--- src/rtl/sb2_pkg.sv ---
package sb2_pkg;

  // Frame geometry, fixed by the bus protocol
  localparam int ADDR_W      = 12;
  localparam int DATA_W      = 8;
  localparam int ADDR_BEATS  = ADDR_W / 2;
  localparam int DATA_BEATS  = DATA_W / 2;
  localparam int RD_LEN      = 1 + ADDR_BEATS + 2;
  localparam int WR_LEN      = 1 + ADDR_BEATS + DATA_BEATS;
  localparam int CNT_W       = 4;

  // One decoded transfer as seen when the strobe drops
  typedef struct packed {
    logic              wr;
    logic              hit;
    logic [ADDR_W-1:0] addr;
    logic [DATA_W-1:0] data;
  } xfer_t;

endpackage

--- src/rtl/sb2_deser.sv ---
module sb2_deser
  import sb2_pkg::*;
#(
  parameter int NREGS = 16
) (
  input  logic       clk,
  input  logic       rst,
  input  logic       req,
  input  logic [1:0] din,
  input  logic       busy,
  output logic       done,
  output xfer_t      xfer
);

  localparam logic [CNT_W-1:0] CNT_MAX = '1;
  localparam logic [CNT_W-1:0] A_LAST  = CNT_W'(ADDR_BEATS);
  localparam logic [CNT_W-1:0] D_LAST  = CNT_W'(ADDR_BEATS + DATA_BEATS);
  localparam logic [CNT_W-1:0] RD_CNT  = CNT_W'(RD_LEN);
  localparam logic [CNT_W-1:0] WR_CNT  = CNT_W'(WR_LEN);

  logic              active;
  logic              blocked;
  logic              cmd_wr;
  logic [CNT_W-1:0]  cnt;
  logic [ADDR_W-1:0] addr_q;
  logic [DATA_W-1:0] data_q;

  // Frame control: start, length count, block while a read answer is busy
  always_ff @(posedge clk) begin
    if (rst) begin
      active  <= 1'b0;
      blocked <= 1'b0;
      cmd_wr  <= 1'b0;
      cnt     <= '0;
    end else if (active) begin
      if (req) begin
        if (cnt != CNT_MAX) cnt <= cnt + 1'b1;
      end else begin
        active <= 1'b0;
        cnt    <= '0;
      end
    end else if (blocked) begin
      if (!req) blocked <= 1'b0;
    end else if (req) begin
      if (busy) begin
        blocked <= 1'b1;
      end else begin
        active <= 1'b1;
        cnt    <= CNT_W'(1);
        cmd_wr <= din[1];
      end
    end
  end

  // Field shifters: address pairs then data pairs, most significant first
  always_ff @(posedge clk) begin
    if (rst) begin
      addr_q <= '0;
      data_q <= '0;
    end else if (active && req) begin
      if (cnt <= A_LAST)
        addr_q <= {addr_q[ADDR_W-3:0], din};
      else if (cnt <= D_LAST)
        data_q <= {data_q[DATA_W-3:0], din};
    end
  end

  assign done = active && !req &&
                ((cmd_wr && cnt == WR_CNT) || (!cmd_wr && cnt == RD_CNT));

  assign xfer.wr   = cmd_wr;
  assign xfer.hit  = (int'(addr_q) < NREGS);
  assign xfer.addr = addr_q;
  assign xfer.data = data_q;

endmodule

--- src/rtl/sb2_regfile.sv ---
module sb2_regfile #(
  parameter int DEPTH  = 16,
  parameter int WIDTH  = 8,
  localparam int IDX_W = (DEPTH > 1) ? $clog2(DEPTH) : 1
) (
  input  logic             clk,
  input  logic             we,
  input  logic [IDX_W-1:0] waddr,
  input  logic [WIDTH-1:0] wdata,
  input  logic [IDX_W-1:0] raddr,
  output logic [WIDTH-1:0] rdata
);

  logic [WIDTH-1:0] mem [DEPTH];

  // Single write port, registered read port: block RAM shape
  always_ff @(posedge clk) begin
    if (we) mem[waddr] <= wdata;
    rdata <= mem[raddr];
  end

endmodule

--- src/rtl/sb2_ser.sv ---
module sb2_ser #(
  parameter int DATA_W  = 8,
  localparam int BEATS  = DATA_W / 2,
  localparam int LEFT_W = $clog2(BEATS)
) (
  input  logic              clk,
  input  logic              rst,
  input  logic              done,
  input  logic              is_read,
  input  logic [DATA_W-1:0] rbyte,
  output logic              ack,
  output logic [1:0]        dout,
  output logic              busy
);

  logic [LEFT_W-1:0] left;
  logic [DATA_W-3:0] rest;

  always_ff @(posedge clk) begin
    if (rst) begin
      ack  <= 1'b0;
      dout <= 2'b00;
      busy <= 1'b0;
      left <= '0;
      rest <= '0;
    end else if (done) begin
      ack <= 1'b1;
      if (is_read) begin
        dout <= rbyte[DATA_W-1 -: 2];
        rest <= rbyte[DATA_W-3:0];
        left <= LEFT_W'(BEATS - 1);
        busy <= 1'b1;
      end else begin
        dout <= 2'b00;
        left <= '0;
        busy <= 1'b0;
      end
    end else if (left != '0) begin
      ack  <= 1'b1;
      dout <= rest[DATA_W-3 -: 2];
      rest <= {rest[DATA_W-5:0], 2'b00};
      left <= left - 1'b1;
      busy <= 1'b1;
    end else begin
      ack  <= 1'b0;
      dout <= 2'b00;
      busy <= 1'b0;
    end
  end

endmodule

--- src/rtl/sb2_slave.sv ---
module sb2_slave
  import sb2_pkg::*;
#(
  parameter int NREGS  = 16,
  localparam int IDX_W = (NREGS > 1) ? $clog2(NREGS) : 1
) (
  input  logic       clk,
  input  logic       rst,
  input  logic       req_i,
  input  logic [1:0] din_i,
  output logic       ack_o,
  output logic [1:0] dout_o
);

  logic              done;
  logic              busy;
  xfer_t             xfer;
  logic [DATA_W-1:0] rdata;
  logic [DATA_W-1:0] rbyte;
  logic              we;

  sb2_deser #(.NREGS(NREGS)) u_deser (
    .clk  (clk),
    .rst  (rst),
    .req  (req_i),
    .din  (din_i),
    .busy (busy),
    .done (done),
    .xfer (xfer)
  );

  assign we = done && xfer.wr && xfer.hit;

  sb2_regfile #(.DEPTH(NREGS), .WIDTH(DATA_W)) u_regs (
    .clk   (clk),
    .we    (we),
    .waddr (xfer.addr[IDX_W-1:0]),
    .wdata (xfer.data),
    .raddr (xfer.addr[IDX_W-1:0]),
    .rdata (rdata)
  );

  assign rbyte = xfer.hit ? rdata : '0;

  sb2_ser #(.DATA_W(DATA_W)) u_ser (
    .clk     (clk),
    .rst     (rst),
    .done    (done),
    .is_read (!xfer.wr),
    .rbyte   (rbyte),
    .ack     (ack_o),
    .dout    (dout_o),
    .busy    (busy)
  );

endmodule

--- config.mk ---
export PLATFORM = sky130hd
export DESIGN_NAME = sb2_slave
export DESIGN_NICKNAME = d
export VERILOG_FILES = /design/src/rtl/sb2_pkg.sv /design/src/rtl/sb2_deser.sv /design/src/rtl/sb2_regfile.sv /design/src/rtl/sb2_ser.sv /design/src/rtl/sb2_slave.sv
export SDC_FILE = /design/constraint.sdc
export NUM_CORES = 1
export LEC_CHECK = 0
export BUFFER_PORTS_ARGS = -buffer_cell sky130_fd_sc_hd__clkbuf_2
export CORE_MARGIN = 2
export CORE_UTILIZATION = 45
export DETAILED_ROUTE_END_ITERATION = 8
export HOLD_SLACK_MARGIN = 0.05
export PLACE_DENSITY = 0.71
export SLEW_MARGIN = 20
export SYNTH_ARGS = -nofsm -noshare
export SYNTH_HDL_FRONTEND = slang
export SYNTH_HIERARCHICAL = 1
export SYNTH_SLANG_ARGS = --single-unit
export TNS_END_PERCENT = 10
--- constraint.sdc ---
create_clock -name clk -period 2.5 [get_ports clk]
set_input_delay 0.25 -clock clk [delete_from_list [all_inputs] [get_ports clk]]
set_output_delay 0.25 -clock clk [all_outputs]
set_load 0.02 [all_outputs]
## Yosys cells after proc, flatten, opt, wreduce, memory -nomap -nowiden

Memory sizes are Yosys's and may differ from the RTL's. A register that Yosys moved wholly into a read port is not among the register bits.
Cells that the tools add are included.

| storage, ports and cells | value |
|---|---|
| bits in registers | 39 |
| bits in writable memories | 128 |
| memories | 1 |
| word-level logic and storage cells | 76 |
| input port bits | 5 |
| output and inout bits | 3 |

Memory list:

| name | depth | width | rd ports | clocked after memory_dff | wr ports | RTL line | RTL |
|---|---|---|---|---|---|---|---|
| u_regs.mem | 16 | 8 | 1 | 1 | 1 | sb2_regfile.sv:14 | `logic [WIDTH-1:0] mem [DEPTH];` |

| cells by class | value |
|---|---|
| reduce and logical (&&, ||, !) cells | 18 |
| bitwise operators | 4 |
| equality and inequality tests | 7 |
| multiplexer cells | 30 |
| magnitude comparators | 3 |
| add/sub/neg operators | 2 |

Operators by type and width:

| operator | number |
|---|---|
| 4-bit 2-to-1 mux | 6 |
| 6-bit 2-to-1 mux | 3 |
| 1-bit 2-to-1 mux | 14 |
| 12-bit by 5-bit < comparator with 1-bit output, second input constant | 1 |
| 2-bit 2-to-1 mux | 6 |
| 4-bit == test, second input constant | 2 |
| 8-bit 2-to-1 mux | 1 |
| 4-bit AND reduction | 2 |
| 1-bit logical AND | 7 |
| 2-bit nonzero test | 3 |
| 4-bit by 1-bit adder with 4-bit output, second input constant | 1 |
| 4-bit by 3-bit <= comparator with 1-bit output, second input constant | 1 |
| 4-bit <= comparator, second input constant | 1 |
| 2-bit inequality test, second input constant | 2 |
| 4-bit inequality test, second input constant | 1 |
| 1-bit inverter | 4 |
| 2-bit AND reduction | 2 |
| 3-bit inequality test, second input constant | 1 |
| 3-bit AND reduction | 1 |
| 1-bit logical NOT | 2 |
| 2-bit by 1-bit inequality test with 1-bit output, second input constant | 1 |
| 2-bit by 1-bit subtractor with 2-bit output, second input constant | 1 |
| 1-bit logical OR | 1 |

## Logic depth before layout (Yosys ltp)

Gate-level depths: netlist (run 1).

| depth | value |
|---|---|
| depth in word-level cells | 8 |
| mapped depth | 9 |
| gate-level depth less buffers | 7 |

## Hierarchy

Netlist (run 1), hierarchy kept.

Modules (own cells, without submodules):

| module | cells each | sequential area each (um^2) | instances | area an instance (um^2) |
|---|---|---|---|---|
| sb2_regfile | 229 | 4003.8 | 1 | 5147.4 |
| sb2_deser | 145 | 540.5 | 1 | 1302.5 |
| sb2_ser | 58 | 240.2 | 1 | 568.0 |
| sb2_slave | 10 | 0.0 | 1 | 70.1 |

## Worst setup path before layout (run 1)

OpenSTA, ideal clock, no wires.

| path | value |
|---|---|
| kind | reg2reg |
| start | reg u_deser.addr_q[6] |
| end | mem u_regs.mem[0][0] (enable) |
| required time | 2.117 ns |
| setup slack | -0.263 ns |
| buffers on the path | 0 |
| data arrival time | 2.379 ns |
| library setup time | 0.383 ns |
| period minus slack after synthesis | 2.763 ns |
| stages on the path, launching flop included | 6 |
| cells stage by stage | dfxtp_1 -> or4_1 -> nor2_1 -> and3_1 -> or3b_2 -> nor3_1 |

RTL lines:

| element | RTL line | RTL |
|---|---|---|
| from (decl) | sb2_deser.sv:25 | `logic [ADDR_W-1:0] addr_q;` |
| from (signal assigned) | sb2_deser.sv:62 | `addr_q <= {addr_q[ADDR_W-3:0], din};` |
| to (decl) | sb2_regfile.sv:14 |  |

## Worst setup path after layout (run 1)

| path | value |
|---|---|
| start | reg u_deser.cnt[0] |
| end | mem u_regs.mem[0][7] (enable) |

| on the way | value |
|---|---|
| longest elaborated chain between the ends | 8 |
| elaborated cells on any way between the ends | 10 |
| those cells by class | 2 x eq/ne; 2 x mux; 6 x reduce/logical |

RTL lines:

| element | RTL line | RTL |
|---|---|---|
| from (decl) | sb2_deser.sv:24 | `logic [CNT_W-1:0] cnt;` |
| from (signal assigned) | sb2_deser.sv:37 | `if (cnt != CNT_MAX) cnt <= cnt + 1'b1;` |
| 4-bit == test | sb2_deser.sv:69 | `((cmd_wr && cnt == WR_CNT) \|\| (!cmd_wr && cnt == RD_CNT));` |
| 1-bit logical AND | sb2_deser.sv:69 |  |
| 1-bit logical OR * | sb2_deser.sv:69 |  |
| 1-bit logical AND * | sb2_deser.sv:68 | `assign done = active && !req &&` |
| net done | sb2_slave.sv:15 | `logic done;` |
| 1-bit logical AND * (2 in a row) | sb2_slave.sv:32 | `assign we = done && xfer.wr && xfer.hit;` |
| net we | sb2_slave.sv:20 | `logic we;` |
| 1-bit 2-to-1 mux * | sb2_regfile.sv:18 | `if (we) mem[waddr] <= wdata;` |
| 1-bit 2-to-1 mux (implied by the code) * | sb2_regfile.sv:18 |  |

The timed path passes the listed nets; every way through them passes the cells marked *.

==> flow_metrics.tcl, run 1 <==
set metrics [dict create \
    run_status "completed" \
    postLayoutSetupSlackWorst_ps 131 \
    post-route-util_pct 52.2 \
    hold_violations 0 \
    ys_warn_count 6 \
    final_common_cell "edfxtp_1" \
    synth_async_sr_flop_share_pct 0 \
    global_route_wire_length_before_repair_microns 21500 \
    cts.sinks 175 \
    pin_count 8 \
    cts_htree_levels 4 \
    cts_hold_buf 0 \
    grt_start_max_net_pins 43 \
    timing.critical_path.cells "ha_1 -> mux2i_1 -> nor4_2 -> and3_1 -> or3b_2 -> nor3_2 -> buf_4" \
    place.port_buffers 7 \
    dieArea_sq_um 16800 \
    required_ps 2630 \
    critPathKind "flop to flop" \
    gp_routability_congestion 0.850 \
    rsz0062_at_grt "no" \
    timing.critical_path.slowest_stage_cell "or3b_2" \
    fin_tns_setup_ps 0 \
    hold_wc_path_type "primary input to flop" \
    ys_seq_elements 175 \
    router_iterations_before_antenna_repair 5 \
    routed_via_count_divided_by_cell_count 5.71 \
    drt.antenna.violating_nets 0 \
    seqPwrFrac_pct 51.9 \
    static-leakage-power_nw 2.39 \
    timing.max_slew.rel_slack_pct 49.8 \
    wl_per_cell_microns 20.0 \
    final-max-slew-violation-count 0 \
    grt_busiest_layer "met2" \
    timing.critical_path.from "u_deser/cnt[0]" \
    critPathMaxFanout 8 \
    p_switching_w 0.00136 \
    tritoncts.num_buffers 17 \
    number_of_synthesized_flops_with_an_enable_pin 128 \
    tritoncts "built" \
    maxCapViolations 0 \
    min_from "din_i[0]" \
    floorplan.rows 45 \
    synth.largest_area_cell "edfxtp_1" \
    internal-power_w 0.00480 \
    syn_inst 442 \
    cpPeakStageDelay_ps 540 \
    dp_hpwl_microns 8690 \
    final_cell_mix "edfxtp_1, dfxtp_1, buf_4, a21oi_1, nor2_1" \
    worst_setup_path_start_kind "flop" \
    antenna_cells 0 \
    p_total_w 0.00617 \
    cellPowerDensity_nw_per_um2 772 \
    swShare_pct 22.1 \
    finish.net_count 478 \
    groute.usage.overall_pct 17.5 \
    finalSetupViolations 0 \
    pre_cts_ws_ps 121 \
    critical_path.n_buffers_inverters 1 \
    ys_seq_area_share_pct 67.5 \
    timing.critical_path.arrival_ps 2500 \
    synth.lib_cells_used.distinct 52 \
    synthesis.area_sq_um 7090 \
    netlist_top_cells_area "edfxtp_1, dfxtp_1, mux4_2, mux4_1, mux2i_1" \
    path_clk_slew_ps 60 \
    post_layout_min_period_ps 2370 \
    die-width_microns 130 \
    reg_to_reg_start "u_deser/cnt[0]" \
    met3_layer_usage_reported_by_global_route_pct 3.96 \
    globalRouteOverflowTotal 0 \
    yosys_most_used_dff "edfxtp_1" \
    synth_top_cell_area_share_pct 54.2 \
    ir_drop_worst_vdd_mv 0.481 \
    finalClockSkew_ps 4.84 \
    die-height_microns 130 \
    synth.net_count 452 \
    clockRootBuffer "clkbuf_16" \
    synth.avg_cell_area_sq_um 16.0 \
    power.clock.fraction_pct 41.1 \
    grt_antenna_before_repair 0 \
    route.vias.total 3954 \
    routed_wl_microns 13800 \
    max_freq_mhz 422 \
    areaGrowthSynthToFinish_pct 12.7 \
    drtIter0Drc 421 \
    tightestPinTransition_ps 754 \
    pwr-share-comb_pct 7.0 \
    clk_latency_ps 420 \
    start_util_pct 46.3 \
    timing.final.crit_share_pct 94.7 \
    core_sq_um 15300 \
    grtUsageMet2_pct 28.0 \
    cpLargestDelayFamily "simple AND/OR/NAND/NOR gates" \
    cp-end-kind "flop" \
    clockBufferDepth 2 \
    via_count_of_the_first_global_routing_pass 3799 \
    use_met1_pct 23.5 \
    holdWs_ps 102 \
    drive_above_1_share_pct 20.4 \
    drcViolationCount 0 \
]
-- synth_stat cells, drive strengths merged (4+ instances only) --
cell type	n
a22oi	16
nor2	20
nand2	15
nand3b	4
o21ai	16
nor2b	4
nand3	18
nor3	7
clkbuf	7
and2	10
a21oi	22
mux2i	14
buf	16
nand2b	14
dfxtp	47
inv	8
edfxtp	128
mux4	32
a311oi	4
ha	5
-- sequential cells by signal (all words and copies together), names as in the netlist, 2 cells and up --
register / cells
u_deser/addr_q: 12
u_deser/cnt: 4
u_deser/data_q: 8
u_regs/mem: 128
u_regs/rdata: 8
u_ser/dout: 2
u_ser/left: 2
u_ser/rest: 6
-- final cells by class --
cell class                 instances  area [sq um]
clock inverter                    14           143
timing repair buffer              33           243
tap                              211           264
sequential                       175          4790
multi-input combinational        233          2090
fill                            1221          7330
clock buffer                      18           429
inverter                           8          30.0
-- per-stage QoR --
step,area [sq um],std cells
floorplan,7090,442
finish,7990,692
global placement,7410,660
global route,7990,692
detailed placement,7410,660
CTS,7990,692
-- worst reg2reg max path, stage by stage, from the launching register on --
cell     delay [ps]
dfxtp_2         390
ha_1            200
mux2i_1          90
nor4_2          270
and3_1          260
or3b_2          550
nor3_2          140
buf_4           190
-- power groups by stage --
stage / clock network (W) / registers, W / logic (W)
floorplan: 0 / 0.00327 / 0.000344
global placement: 0 / 0.00326 / 0.000404
detailed placement: 0 / 0.00326 / 0.000429
CTS: 0.00257 / 0.00320 / 0.000431
global route: 0.00269 / 0.00321 / 0.000480
finish: 0.00253 / 0.00320 / 0.000433
-- layer usage --
layer	share of wire, %	wire [microns]
met5	0	0
met4	2.1	284
met3	5.6	777
met2	48	6690
met1	44	6070
-- cells by family after synthesis --
group,count (synthesis),synth area share [%]
XOR/XNOR,1,0.124
AND/OR/NAND/NOR,109,8.67
flip-flops,175,67.5
buffers and inverters,34,3.14
multiplexers,47,13.0
AO/OA/AOI/OAI,71,6.64
adder cells (fa/ha/maj),5,0.883
-- final timing paths --
path,end,slack [ps],cells after the start
max,u_regs/mem[0][7],130,7
min,u_deser/addr_q[0],100,3
max reg2reg,u_regs/mem[0][7],130,7
min reg2reg,u_deser/addr_q[8],480,2
-- repair_timing --
item,in CTS,in global routing
setup buffers,0,0
gates resized for setup,0,2
endpoints found under the setup margin,0,24
Note: power is estimated with default switching activity, not from simulation.
==> run 2, diff against run 1 <==
Settings changed: PLACE_DENSITY 0.71 to 0.69.
Clock period 2.5 ns to 2.6 ns, I/O delays scaled along.
==> run 2 against run 1 <==
Compared with the run above:
- global-route usage increased by 0.24 points
- critical path depth unchanged
- first-iteration DRC count decreased by 4.5%
- worst hold slack got worse by 22 ps
- highest routed layer unchanged
- critical path type unchanged
- largest power group unchanged
==> flow_metrics.tcl, run 2 (synthesis results as in run 1) <==
set metrics [dict create \
    critPathKind "flop to flop" \
    max_freq_mhz 422 \
    pre_cts_ws_ps 155 \
    post_cts_setup_buffer_count 0 \
    pin_count 8 \
    swShare_pct 22.0 \
    clockBufferDepth 2 \
    routed_via_count_divided_by_cell_count 5.61 \
    clockRootBuffer "clkbuf_16" \
    run_status "completed" \
    timing.max_slew.rel_slack_pct 49.4 \
    dieArea_sq_um 16800 \
    global_route_wire_length_before_repair_microns 21400 \
    critPathMaxFanout 8 \
    drcViolationCount 0 \
    tritoncts.num_buffers 17 \
    postLayoutSetupSlackWorst_ps 230 \
    grt_start_max_net_pins 43 \
    tritoncts "built" \
    cts.sinks 175 \
    cpPeakStageDelay_ps 510 \
    fin_tns_setup_ps 0 \
    finalSetupViolations 0 \
    hold_violations 0 \
    static-leakage-power_nw 2.41 \
    die-width_microns 130 \
    rsz0062_at_grt "no" \
    gp_routability_congestion 0.835 \
    router_iterations_before_antenna_repair 5 \
    p_switching_w 0.00136 \
    power.clock.fraction_pct 43.7 \
    finalClockSkew_ps 13.6 \
    floorplan.rows 45 \
    groute.usage.overall_pct 17.7 \
    timing.critical_path.arrival_ps 2510 \
    cpLargestDelayFamily "simple AND/OR/NAND/NOR gates" \
    flip_flop_count_of_the_largest_register_all_copies_and_words_added 128 \
    post_layout_min_period_ps 2370 \
    finish.net_count 476 \
    routed_wl_microns 13800 \
    die-height_microns 130 \
    final_cell_mix "edfxtp_1, dfxtp_1, buf_4, a21oi_1, nor2_1" \
    timing.critical_path.cells "ha_2 -> mux2i_1 -> nor4_2 -> and3_4 -> or3b_2 -> nor2_1 -> buf_4" \
    critical_path.n_buffers_inverters 1 \
    drive_above_1_share_pct 20.9 \
    cp-end-kind "flop" \
    antenna_cells 0 \
    pwr-share-comb_pct 6.7 \
    wl_per_cell_microns 20.0 \
    globalRouteOverflowTotal 0 \
    grt_antenna_before_repair 0 \
    hold_wc_path_type "primary input to flop" \
    maxCapViolations 0 \
    final_common_cell "edfxtp_1" \
    required_ps 2740 \
    timing.final.crit_share_pct 91.1 \
    dp_hpwl_microns 8640 \
    cts_htree_levels 4 \
    registers.top_by_ff_count "u_regs/mem" \
    final-max-slew-violation-count 0 \
    via_count_of_the_first_global_routing_pass 3732 \
    ir_drop_worst_vdd_mv 0.526 \
    drtIter0Drc 402 \
    seqPwrFrac_pct 49.7 \
    drt.antenna.violating_nets 0 \
    timing.critical_path.slowest_stage_cell "or3b_2" \
    core_sq_um 15300 \
    worst_setup_path_start_kind "flop" \
    clk_latency_ps 430 \
    tightestPinTransition_ps 758 \
    areaGrowthSynthToFinish_pct 13.4 \
    internal-power_w 0.00483 \
    start_util_pct 46.3 \
    cellPowerDensity_nw_per_um2 770 \
    place.port_buffers 7 \
    path_clk_slew_ps 70 \
    filler_cell_count 1239 \
    reg_top3 "u_regs/mem: 128 flops, u_deser/addr_q: 12 flops" \
    route.vias.total 3870 \
]
run 2: changes by cell type in the layout (fill, tap and decap cells not counted), moves of 2 or more:
| cell | previous run | this run |
|---|---|---|
| buf_4 | 25 | 23 |
| clkinvlp_4 | 2 | 0 |
| clkinv_4 | 4 | 2 |
| clkinv_1 | 4 | 1 |
| bufinv_16 | 2 | 4 |
| inv_6 | 2 | 6 |
run 2: tightest hold or removal path, cell delays in order:
cell	delay (ps)
clkbuf_2	90
nand3_1	60
a21oi_1	50
run 2: per-stage QoR:
step	hold slack, ps	area [sq um]	utilization (%)	power, W	cells
2_1_floorplan	332	7090	-	0.00347	442
3_3_place_gp	458	7400	48.3	0.00353	658
3_5_place_dp	470	7400	48.3	0.00355	658
4_1_cts	63.2	8030	52.4	0.00622	690
5_1_grt	96.9	8040	52.5	0.00639	690
6_report	79.7	8040	52.5	0.00619	690
run 2: timing repair:
item,CTS,global route
gates resized for setup,0,3
setup endpoints to repair,0,32
hold endpoints to repair,0,0
hold buffers,0,0
run 2: path summary, 6_finish.rpt:
kind | depth (start not counted) | slack [ps] | from | endpoint
max reg2reg | 7 | 230 | u_deser/cnt[1] | u_regs/mem[1][7]
min | 3 | 80 | din_i[0] | u_deser/addr_q[0]
max | 7 | 230 | u_deser/cnt[1] | u_regs/mem[1][7]
min reg2reg | 2 | 470 | u_deser/addr_q[8] | u_deser/addr_q[10]
run 2: per-layer routing:
metal | GRT usage (%) | up-vias | routed length [microns]
met5 | 0 | - | 0
met4 | 6.77 | 0 | 209
met3 | 4.00 | 20 | 713
met2 | 27.0 | 114 | 6580
met1 | 25.3 | 1944 | 6260
li1 | - | 1792 | -
run 2: area by class of cell:
class / instances / area, sq um / share of cell area (%)
timing repair buffer: 31 / 228 / 2.83
inverter: 8 / 30.0 / 0.374
sequential: 175 / 4790 / 59.6
clock buffer: 18 / 429 / 5.34
clock inverter: 14 / 199 / 2.48
multi-input combinational: 233 / 2100 / 26.1
tap: 211 / 264 / 3.29
run 2: power by group through the flow:
| stage | clock, W | sequential [W] | combinational [W] |
|---|---|---|---|
| floorplan | 0 | 0.00314 | 0.000331 |
| global placement | 0 | 0.00313 | 0.000397 |
| detailed placement | 0 | 0.00313 | 0.000413 |
| CTS | 0.00273 | 0.00307 | 0.000416 |
| global route | 0.00284 | 0.00308 | 0.000469 |
| finish | 0.00270 | 0.00307 | 0.000412 |
==> run 3, diff against run 2 <==
Settings changed: PLACE_DENSITY 0.69 to 0.59.
==> run 3 against run 2 <==
Compared with the run above:
- via count fell by 0.83%
- fmax fell by 3.9%
- clock skew fell by 5.0 ps
- final cell count rose by 0.14%
- wire length rose by 1.9%
- worst hold slack improved by 3.0 ps
- total power fell by 2.8%
- combinational power barely moved
==> flow_metrics.tcl, run 3 (synthesis results as in run 1) <==
set metrics [dict create \
    tightestPinTransition_ps 787 \
    worst-r2r-setup-slack_ps 140 \
    post_layout_min_period_ps 2460 \
    path_clk_slew_ps 70 \
    cts.sinks 175 \
    router_iterations_before_antenna_repair 4 \
    drive_above_1_share_pct 20.4 \
    timing.max_slew.rel_slack_pct 47.5 \
    grt_start_max_net_pins 43 \
    antenna_cells 0 \
    tritoncts "built" \
    use_met1_pct 25.1 \
    core_sq_um 15300 \
    floorplan.rows 45 \
    globalRouteOverflowTotal 0 \
    final-max-slew-violation-count 0 \
    cellPowerDensity_nw_per_um2 752 \
    tritoncts.num_buffers 17 \
    global_route_wire_length_before_repair_microns 21900 \
    required_ps 2740 \
    multi_input_area_sq_um 2090 \
    critPathKind "flop to flop" \
    finalClockSkew_ps 8.66 \
    routed_via_count_divided_by_cell_count 5.55 \
    clockRootBuffer "clkbuf_16" \
    max_freq_mhz 406 \
    areaGrowthSynthToFinish_pct 12.9 \
    finalSetupViolations 0 \
    timing.final.crit_share_pct 94.8 \
    clk_latency_ps 430 \
    grt_antenna_before_repair 0 \
    static-leakage-power_nw 2.39 \
    post_cts_setup_buffer_count 0 \
    dp_hpwl_microns 9150 \
    die-width_microns 130 \
    timing.critical_path.arrival_ps 2600 \
    wl_per_cell_microns 20.3 \
    die-height_microns 130 \
    grtUsageMet2_pct 28.7 \
    hold_violations 0 \
    finish.net_count 477 \
    finalInstanceArea_sq_um 8000 \
    sequential_cell_area_sq_um 4790 \
    gp_routability_congestion 0.786 \
    drcViolationCount 0 \
    critPathMaxFanout 8 \
    place.port_buffers 7 \
    drt.antenna.violating_nets 0 \
    cts_hold_buf 0 \
    hold_wc_path_type "primary input to flop" \
    filler_cell_count 1288 \
    cts-resized-gates 0 \
    final_cell_mix "edfxtp_1, dfxtp_1, buf_4, a21oi_1, nor2_1" \
    registers.top_by_ff_count "u_regs/mem" \
    dieArea_sq_um 16800 \
    groute.usage.overall_pct 18.1 \
    final_common_cell "edfxtp_1" \
    drtIter0Drc 308 \
    maxCapViolations 0 \
    cp-end-kind "flop" \
    met3_layer_usage_reported_by_global_route_pct 4.46 \
    grt_busiest_layer "met2" \
    clockBufferDepth 2 \
    via_count_of_the_first_global_routing_pass 3800 \
    placement.cell_area_sq_um 7410 \
    ir_drop_worst_vdd_mv 0.469 \
    start_util_pct 46.3 \
    routed_wl_microns 14000 \
    cts_htree_levels 4 \
    rsz0062_at_grt "no" \
    flip_flop_count_of_the_largest_register_all_copies_and_words_added 128 \
    fin_tns_setup_ps 0 \
    route.vias.total 3838 \
    reg_top3 "u_regs/mem: 128 flops, u_deser/addr_q: 12 flops" \
    worst_setup_path_start_kind "flop" \
    run_status "completed" \
    pin_count 8 \
]
-- run 3: metrics by stage --
| step | total power (W) | std cells | hold slack [ps] | setup slack, ps | util (%) |
|---|---|---|---|---|---|
| 3_5_place_dp | 0.00355 | 659 | 468 | 172 | 48.4 |
| 6_report | 0.00602 | 691 | 82.8 | 135 | 52.3 |
| 3_3_place_gp | 0.00353 | 659 | 457 | 203 | 48.4 |
| 4_1_cts | 0.00608 | 691 | 74.7 | 135 | 52.3 |
| 5_1_grt | 0.00624 | 691 | 72.0 | 2.28 | 52.3 |
| 2_1_floorplan | 0.00347 | 442 | 332 | 64.6 | - |
-- run 3: path summary, 6_finish.rpt --
| check | start | endpoint | cells past startpoint |
|---|---|---|---|
| max reg2reg | u_deser/cnt[1] | u_regs/mem[0][7] | 7 |
| max | u_deser/cnt[1] | u_regs/mem[0][7] | 7 |
| min reg2reg | u_deser/addr_q[10] | u_deser/addr_q[10] | 2 |
| min | din_i[0] | u_deser/addr_q[0] | 3 |
-- run 3: routing by layer --
metal  part of all wire [%]  wire length, microns  vias up
li1                       -                     -     1788
met1                     48                  6740     1984
met2                     48                  6760       57
met3                    2.8                   395        9
met4                   0.93                   131        0
met5                      0                     0        -
-- run 3: final cells by class --
type,count,area share (%)
Sequential cell,175,59.8
Multi-Input combinational cell,233,26.1
Clock buffer,17,5.32
Tap cell,211,3.30
Timing Repair Buffer,32,2.94
Clock inverter,15,2.13
Inverter,8,0.375
-- run 3: power breakdown --
group          internal [W]  total (W)  switching [W]  leakage, nW
clock network       0.00144    0.00254        0.00109        0.283
logic              0.000175   0.000409       0.000233        0.731
registers           0.00303    0.00308      0.0000480         1.38
total               0.00465    0.00602        0.00137         2.39
-- run 3: critical path, cell delays in order (launching register included) --
cell and delay, ps:
dfxtp_1 440, ha_1 220, mux2i_1 90, nor4_2 250, and3_1 320, or3b_2 540, nor3_2 130, buf_4 190
